--- config.mk ---
export PLATFORM = sky130hd
export DESIGN_NAME = pinctl_regbank
export DESIGN_NICKNAME = d
export VERILOG_FILES = /design/src/rtl/pinctl_pkg.sv /design/src/rtl/pinctl_bitreg.sv /design/src/rtl/pinctl_sync.sv /design/src/rtl/pinctl_rdmux.sv /design/src/rtl/pinctl_regbank.sv
export SDC_FILE = /design/constraint.sdc
export NUM_CORES = 1
export LEC_CHECK = 0
export CAP_MARGIN = 5
export CORE_MARGIN = 4
export CORE_UTILIZATION = 50
export DETAILED_ROUTE_END_ITERATION = 16
export HOLD_SLACK_MARGIN = 0.06
export PLACE_DENSITY = 0.86
export SLEW_MARGIN = 15
export SYNTH_ARGS = -nofsm -noshare
export SYNTH_HDL_FRONTEND = slang
export SYNTH_SLANG_ARGS = --single-unit
--- constraint.sdc ---
create_clock -name clk -period 2.6 [get_ports clk]
set_input_delay 0.52 -clock clk [delete_from_list [all_inputs] [get_ports clk]]
set_output_delay 0.52 -clock clk [all_outputs]
set_load 0.02 [all_outputs]
--- src/rtl/pinctl_pkg.sv ---
package pinctl_pkg;
  localparam int REG_W = 8;

  typedef enum logic [2:0] {
    SEL_CTRL = 3'd0,
    SEL_FEAT = 3'd1,
    SEL_HIB  = 3'd2,
    SEL_PWM  = 3'd3,
    SEL_DIR  = 3'd4,
    SEL_LVL  = 3'd5,
    SEL_TTL  = 3'd6,
    SEL_NONE = 3'd7
  } reg_sel_e;

  // Next value of a set/clear register: OR in or strip out the masked bits.
  function automatic logic [REG_W-1:0] setclr_next(input logic [REG_W-1:0] cur,
                                                   input logic [REG_W-1:0] mask,
                                                   input logic clr);
    return clr ? (cur & ~mask) : (cur | mask);
  endfunction
endpackage

--- src/rtl/pinctl_bitreg.sv ---
module pinctl_bitreg #(
  parameter int  W         = 8,
  parameter bit  LOAD_MODE = 1'b0
) (
  input  logic         clk,
  input  logic         rst_n,
  input  logic         we,
  input  logic         clr,
  input  logic [7:0]   d,
  output logic [W-1:0] q
);
  import pinctl_pkg::*;

  logic [W-1:0] nxt;

  generate
    if (LOAD_MODE) begin : g_load
      assign nxt = d[W-1:0];
      logic unused_ld;
      assign unused_ld = clr;
    end else begin : g_setclr
      logic [REG_W-1:0] wide;
      assign wide = setclr_next(REG_W'(q), d, clr);
      assign nxt  = wide[W-1:0];
    end
  endgenerate

  always_ff @(posedge clk or negedge rst_n) begin
    if (!rst_n)  q <= '0;
    else if (we) q <= nxt;
  end

  assert_hold_R1: assert property (@(posedge clk) disable iff (!rst_n)
    ($past(rst_n) && !$past(we)) |-> q == $past(q));

  generate
    if (LOAD_MODE) begin : g_chk_load
      assert_direct_load_R4: assert property (@(posedge clk) disable iff (!rst_n)
        ($past(rst_n) && $past(we)) |-> q == $past(d[W-1:0]));
    end else begin : g_chk_setclr
      assert_set_bits_R2: assert property (@(posedge clk) disable iff (!rst_n)
        ($past(rst_n) && $past(we) && !$past(clr)) |->
          ((q & $past(d[W-1:0])) == $past(d[W-1:0])));
      assert_clear_bits_R3: assert property (@(posedge clk) disable iff (!rst_n)
        ($past(rst_n) && $past(we) && $past(clr)) |->
          ((q & $past(d[W-1:0])) == '0));
      assert_others_kept_R2: assert property (@(posedge clk) disable iff (!rst_n)
        ($past(rst_n) && $past(we)) |->
          ((q & ~$past(d[W-1:0])) == ($past(q) & ~$past(d[W-1:0]))));
    end
  endgenerate
endmodule

--- src/rtl/pinctl_sync.sv ---
module pinctl_sync #(
  parameter int W      = 8,
  parameter int STAGES = 2
) (
  input  logic         clk,
  input  logic         rst_n,
  input  logic [W-1:0] din,
  output logic [W-1:0] dout
);
  logic [W-1:0] stg [STAGES];

  generate
    for (genvar s = 0; s < STAGES; s++) begin : g_stage
      always_ff @(posedge clk or negedge rst_n) begin
        if (!rst_n) stg[s] <= '0;
        else        stg[s] <= (s == 0) ? din : stg[(s == 0) ? 0 : s-1];
      end
    end
  endgenerate

  assign dout = stg[STAGES-1];

  assert_first_stage_R9: assert property (@(posedge clk) disable iff (!rst_n)
    $past(rst_n) |-> stg[0] == $past(din));
endmodule

--- src/rtl/pinctl_rdmux.sv ---
module pinctl_rdmux #(
  parameter logic [7:0] VERSION = 8'h07,
  parameter int         NGPIO   = 5,
  parameter int         TTL_W   = 8
) (
  input  pinctl_pkg::reg_sel_e sel,
  input  logic                 strap_narrow,
  input  logic [3:0]           pcb_rev,
  input  logic [NGPIO-1:0]     pin_lvl,
  input  logic                 ttl_en,
  input  logic [TTL_W-1:0]     ttl_lvl,
  output logic [7:0]           rdata
);
  import pinctl_pkg::*;

  always_comb begin
    rdata = '0;
    case (sel)
      SEL_CTRL: rdata = VERSION;
      SEL_FEAT: rdata = {pcb_rev, 3'b000, strap_narrow};
      SEL_DIR:  rdata[NGPIO-1:0] = pin_lvl;
      SEL_TTL:  if (ttl_en) rdata[TTL_W-1:0] = ttl_lvl;
      default:  rdata = '0;
    endcase
  end
endmodule

--- src/rtl/pinctl_regbank.sv ---
module pinctl_regbank #(
  parameter logic [7:0] VERSION     = 8'h07,
  parameter int         NGPIO       = 5,
  parameter int         IRQ_PIN     = 3,
  parameter int         TTL_W       = 8,
  parameter int         PWM_W       = 7,
  parameter int         SYNC_STAGES = 2
) (
  input  logic             clk,
  input  logic             rst_n,
  input  logic             bus_wr,
  input  logic [4:1]       bus_addr,
  input  logic [7:0]       bus_wdata,
  output logic [7:0]       bus_rdata,
  input  logic             strap_narrow,
  input  logic [3:0]       pcb_rev,
  output logic             rst_codec,
  output logic             rst_phy,
  output logic             rst_wlan,
  output logic             rst_bt,
  output logic             uart_to_edge,
  output logic             uart_to_bt,
  output logic             uart_off,
  output logic             ttl_en,
  output logic [2:0]       pwm_pin_en,
  output logic             pcm_route,
  output logic [7:0]       hib_ctrl,
  output logic [PWM_W-1:0] pwm_match,
  input  logic [NGPIO-1:0] gpio_in,
  output logic [NGPIO-1:0] gpio_oe,
  output logic [NGPIO-1:0] gpio_out,
  output logic             irq_oe,
  output logic             irq_out,
  input  logic [TTL_W-1:0] ttl_in,
  output logic             ttl_oe,
  output logic [TTL_W-1:0] ttl_out
);
  import pinctl_pkg::*;

  localparam int NSEL = 8;

  reg_sel_e   sel;
  logic       clr_mode;
  logic [NSEL-1:0] wr_hit;
  logic [7:0] bank [NSEL];

  assign sel      = reg_sel_e'(bus_addr[4:2]);
  assign clr_mode = bus_addr[1];

  generate
    for (genvar g = 0; g < NSEL; g++) begin : g_reg
      assign wr_hit[g] = bus_wr && (bus_addr[4:2] == 3'(g));
      if (g == int'(SEL_PWM)) begin : g_pwm
        logic [PWM_W-1:0] q;
        pinctl_bitreg #(.W(PWM_W), .LOAD_MODE(1'b1)) u_reg (
          .clk(clk), .rst_n(rst_n), .we(wr_hit[g]), .clr(clr_mode),
          .d(bus_wdata), .q(q));
        assign bank[g] = 8'(q);
      end else if (g == int'(SEL_NONE)) begin : g_hole
        assign bank[g] = '0;
      end else begin : g_sc
        logic [REG_W-1:0] q;
        pinctl_bitreg #(.W(REG_W), .LOAD_MODE(1'b0)) u_reg (
          .clk(clk), .rst_n(rst_n), .we(wr_hit[g]), .clr(clr_mode),
          .d(bus_wdata), .q(q));
        assign bank[g] = q;
      end
    end
  endgenerate

  // Control register: peripheral reset lines
  logic [7:0] ctrl_q, feat_q, dir_q, lvl_q;
  assign ctrl_q    = bank[SEL_CTRL];
  assign feat_q    = bank[SEL_FEAT];
  assign dir_q     = bank[SEL_DIR];
  assign lvl_q     = bank[SEL_LVL];
  assign rst_codec = ctrl_q[2];
  assign rst_phy   = ctrl_q[3];
  assign rst_wlan  = ctrl_q[4];
  assign rst_bt    = ctrl_q[5];

  // Feature register: routing selects
  assign uart_to_edge = feat_q[0];
  assign uart_to_bt   = feat_q[1];
  assign uart_off     = feat_q[2];
  assign ttl_en       = feat_q[3];
  assign pwm_pin_en   = feat_q[6:4];
  assign pcm_route    = feat_q[7];

  assign hib_ctrl  = bank[SEL_HIB];
  assign pwm_match = bank[SEL_PWM][PWM_W-1:0];

  // GPIO pins and interrupt routing
  assign gpio_oe  = dir_q[NGPIO-1:0];
  assign gpio_out = lvl_q[NGPIO-1:0];
  assign irq_oe   = dir_q[NGPIO];
  assign irq_out  = irq_oe & gpio_in[IRQ_PIN];

  // TTL port on spare address pins
  assign ttl_oe  = ttl_en;
  assign ttl_out = bank[SEL_TTL][TTL_W-1:0];

  // Synchronized live levels
  logic [NGPIO-1:0] pin_lvl_s;
  logic [TTL_W-1:0] ttl_lvl_s;

  pinctl_sync #(.W(NGPIO), .STAGES(SYNC_STAGES)) u_sync_pin (
    .clk(clk), .rst_n(rst_n), .din(gpio_in), .dout(pin_lvl_s));
  pinctl_sync #(.W(TTL_W), .STAGES(SYNC_STAGES)) u_sync_ttl (
    .clk(clk), .rst_n(rst_n), .din(ttl_in), .dout(ttl_lvl_s));

  pinctl_rdmux #(.VERSION(VERSION), .NGPIO(NGPIO), .TTL_W(TTL_W)) u_rdmux (
    .sel(sel), .strap_narrow(strap_narrow), .pcb_rev(pcb_rev),
    .pin_lvl(pin_lvl_s), .ttl_en(ttl_en), .ttl_lvl(ttl_lvl_s),
    .rdata(bus_rdata));

  logic unused_bits;
  assign unused_bits = ^{ctrl_q[7:6], ctrl_q[1:0], dir_q[7:NGPIO+1], lvl_q[7:NGPIO],
                         bank[SEL_NONE]};

  assert_version_read_R5: assert property (@(posedge clk) disable iff (!rst_n)
    (bus_addr[4:2] == 3'(SEL_CTRL)) |-> bus_rdata == VERSION);
  assert_ttl_read_off_R10: assert property (@(posedge clk) disable iff (!rst_n)
    (bus_addr[4:2] == 3'(SEL_TTL) && !ttl_en) |-> bus_rdata == 8'h00);
  assert_irq_quiet_R8: assert property (@(posedge clk) disable iff (!rst_n)
    !irq_oe |-> !irq_out);
  assert_zero_reads_R11: assert property (@(posedge clk) disable iff (!rst_n)
    (bus_addr[4:2] == 3'(SEL_HIB) || bus_addr[4:2] == 3'(SEL_PWM) ||
     bus_addr[4:2] == 3'(SEL_LVL) || bus_addr[4:2] == 3'(SEL_NONE)) |-> bus_rdata == 8'h00);
endmodule

# Word level (Yosys, flattened, before mapping)
# Index checks and enable logic that the tools add are counted.
# Widths: inputs -> output; s select.
# op_classes
bitwise_logic	14
eq_ne	6
reduce_logical	8
muxes	9
# op_table
operator	count
$mux 8	7
$and 8x8->8	6
$or 8x8->8	6
$pmux 5 s4	1
$eq 3x3->1 const B	3
$not 8->8	1
$logic_and 1x1->1	7
$eq 3x2->1 const B	2
$pmux 3 s2	1
$eq 3x1->1 const B	1
$logic_not 3->1	1
$and 1x1->1	1
# totals
reg_bits	81
output_inout_bits	56
elab_cells	48

# Depth between registers and ports, before layout
# logic_depth
depth_word	3
mapped_depth	5

# Cells and area by module
# From an unflattened synthesis, not the netlist that was laid out.
# hier_totals
cells_unflattened	287
area_unflattened_um2	3484.6
# by_module_without_submodules
mod	area_per_inst_um2	cells_each	instances
pinctl_bitreg at g_reg[0].g_sc.u_reg ...	361.6	33	6
pinctl_sync at u_sync_ttl	460.4	24	1
pinctl_bitreg at g_reg[3].g_pwm.u_reg	291.5	15	1
pinctl_sync at u_sync_pin	287.8	15	1
pinctl_rdmux	175.2	26	1
pinctl_regbank	100.1	9	1

# Least setup slack after synthesis
# OpenSTA, ideal clock, no wires.
# synth_timing
kind	input to output
start	input port bus_addr[3] (netlist name)
end	output port bus_rdata[1]
t_required_ns	2.080
n_path_buf	2
path_stages	5
slack_ns	0.562
t_arrival_ns	1.518
path_cell_list	buf_4 buf_4 nand2b_1 nor2_1 a211oi_1
# synth_between
elab_chain_cells	2
word_cells_on_any_way	5
classes_between	eq/ne (3); mux (1); reduce/logical (1)
# synth_rtl
element	line_no	source
start, declared	pinctl_regbank.sv:12	input logic [4:1] bus_addr,
$eq 3x3->1, or another cell as far along	pinctl_rdmux.sv:18	case (sel)
$pmux 5 s4 (*)	pinctl_rdmux.sv:18	
end, declared	pinctl_regbank.sv:14	output logic [7:0] bus_rdata,
# Mark *: on every way between the ends. The rest lies on a longest branch, timed or not.

# Worst setup path in the final report
# layout_timing
start	input port bus_addr[4] (netlist name)
end	output port bus_rdata[2]
# Same word-level chain as after synthesis.

==> run_results.csv <==
group,metric,value,unit
worst_setup_path,startpoint_type,"input port",
synth,synth_commonest_cells,"dfrtp_1 (72), nand2_1 (41), inv_1 (40)",
global_route,grt_util_all_layers,0.189,
synth,ys.flop_type,"dfrtp_1",
synth,synth_top_area_frac,0.619,
sta,achievable-frequency,0.401,GHz
finish,fillers,417,
finish,layout.nets,372,
sta,setup-violations-final,0,
placement,pre_cts_slack,-185,ps
drt,drtIter0Drc,122,
worst_setup_path,reg2reg_slack,1790,ps
synth,synth.most_common_cell,"dfrtp_1",
drt,routed_via_density,4.87,
global_route,grt_antenna_before_repair,0,
synth,yosysWarnings,0,
run,maxCapViolCount,0,
sta,rsz0062_at_grt,"false",
die,die_x,84.3,um
worst_setup_path,critPathCapture,"bus_rdata[2]",
global_route,grt_pass1_vias,2122,
clocking,cts_max_level,3,
synth,syn_inst,241,
pwr,leakage,0.00213,uW
worst_setup_path,worstPathArrival,1970,ps
clocking,cts-root-buf,"clkbuf_8",
worst_setup_path,end_kind,"primary output",
finish,regArea,1800,um2
drt,wl,6350,um
synth,yosysTopAreaCell,"dfrtp_1",
placement,hpwl,4510,um
die,ios,89,
worst_setup_path,r2r_cells,2,
finish,drive_above_1_share,0.113,
sta,tightest_slew,863,ps
clocking,cts_buffers,9,
global_route,grt_max_degree,73,
drt,ant_nets,0,
synth,ys_ff_latch,72,
clocking,path_clk_slew,80,ps
drt,drc,0,
placement,port_buffers,88,
die,die_h,84.3,um
worst_setup_path,crit_type,"in2out",
clocking,ctsLongestPathBuffers,2,
sta,timing.final.ws_setup,107,ps
global_route,grt_pass1_wl,10500,um
sta,post-route-min-period,2490,ps
global_route,overflow,0,
pwr,power,3110,uW
clocking,clock_sinks,72,
placement,placedCellCount,400,
worst_setup_path,worstSetupStartpoint,"bus_addr[4]",
die,rows,27,
sta,clock_skew,0.771,ps
synth,syn-num-nets,274,
placement,place.gp.congestion,0.875,
die,die_area,7100,um2
clocking,tritoncts,"built",
clocking,clkLatencyLatePin,330,ps
die,core_area,5570,um2
finish,finalNonFillerCells,416,
finish,antenna_cells,0,
sta,slew_headroom,0.425,
worst_setup_path,crit_required,2080,ps
synth,synth_area,2910,um2
worst_hold_path,holdCritPathClass,"in2async",
pwr,vdd_drop_max,0.451,mV
finish,synthToLayoutAreaGrowth,39.6,%
drt,drt-pass1-iter-count,4,
finish,multi_input_comb_area,887,um2
synth,ys_types,29,
synth,async_flop_share,1.00,
run_status,status,"complete, no violations",
die,start_util,0.522,
drt,vias,2027,
synth,avgSynthCellArea,12.1,um2
pwr,power_density,765,nW/um2
synth,yosysSeqAreaShare,0.619,
finish,fin_util,0.729,
worst_setup_path,crit_path_max_fanout,5,
sta,fin_crit_sh,0.959,
drt,wl_per_cell,15.3,um
clocking,cts_setup_buffers,0,
sta,timing.hold.ws,288,ps
sta,hold_violations,0,
sta,report.final.slew_viol_count,0,
synth,synth-edff-count,0,
synth,synth.area.top_cells,"dfrtp_1 (62%), mux2i_1 (13%), nand2_1 (5.3%)",
worst min path at each step:
| stage | start | endpoint | slack, ps |
|---|---|---|---|
| detailed placement | u_sync_pin.stg[9] | u_sync_pin.dout[4] | 330 |
| global placement | u_sync_ttl.stg[10] | u_sync_ttl.dout[2] | 330 |
| CTS | rst_n | async pin | 320 |
| floorplan | rst_n | async pin | 220 |
| global route | rst_n | u_sync_pin.dout[1] | 340 |
| finish | rst_n | u_sync_pin.stg[6] | 290 |
critical path, stage by stage:
cell and delay [ps]:
clkdlybuf4s50_1 540, buf_4 150, nand3_1 60, a211oi_1 310, dlygate4sd2_1 390
report_power, final:
part	total (uW)	internal (uW)	switching [uW]
Clock	785	353	431
Combinational	912	453	459
Sequential	1410	1300	105
Total	3110	2110	995
cell type report:
class | instances | area share
sequential | 72 | 0.443
timing repair buffer | 99 | 0.235
multi-input combinational | 117 | 0.218
inverter | 40 | 0.0370
clock buffer | 9 | 0.0305
tap | 72 | 0.0222
clock inverter | 7 | 0.0139
through the flow:
stage | instance area, um2 | TNS, ps
final | 4060 | 0
after floorplan | 2910 | 0
after detailed placement | 3890 | -924
after global placement | 3890 | -405
after global routing | 4060 | 0
after CTS | 4060 | 0
timing repair:
action                     CTS  global route
hold buffers                 0             0
setup endpoints to repair    8             1
gates resized for setup      8             1
logic make-up (layout without fill, tap and decap cells):
group,Yosys count,count (layout),share of synthesized area
mux,46,46,0.164
buf+inv,52,155,0.0761
simple gates,61,61,0.113
compound gates,10,10,0.0284
flops,72,72,0.619
layer usage:
layer  GRT usage  vias up  part of all wire
met5           0        -                 0
li1            -      966                 -
met3      0.0491       10             0.056
met4      0.0804        0             0.020
met1       0.242      984              0.44
met2       0.306       67              0.49
cell usage in the layout (no fill, tap or decap), drive strengths merged:
cell	count
dlygate4sd2	8
nor2	3
a21o	1
dlymetal6s2s	1
clkbuf	9
mux2i	39
nand2b	3
nor4b	1
nor3	1
nand2	41
clkinvlp	4
nand4b	1
mux2	7
o21ai	1
clkinv	1
buf	12
a221oi	1
a211oi	2
clkdlybuf4s50	78
nand4	1
and4bb	3
nor2b	1
dfrtp	72
and4b	2
a2bb2oi	1
and2	1
a32o	3
a21boi	1
inv	42
nand3	3
No activity file was read; power rests on OpenSTA's default activity.
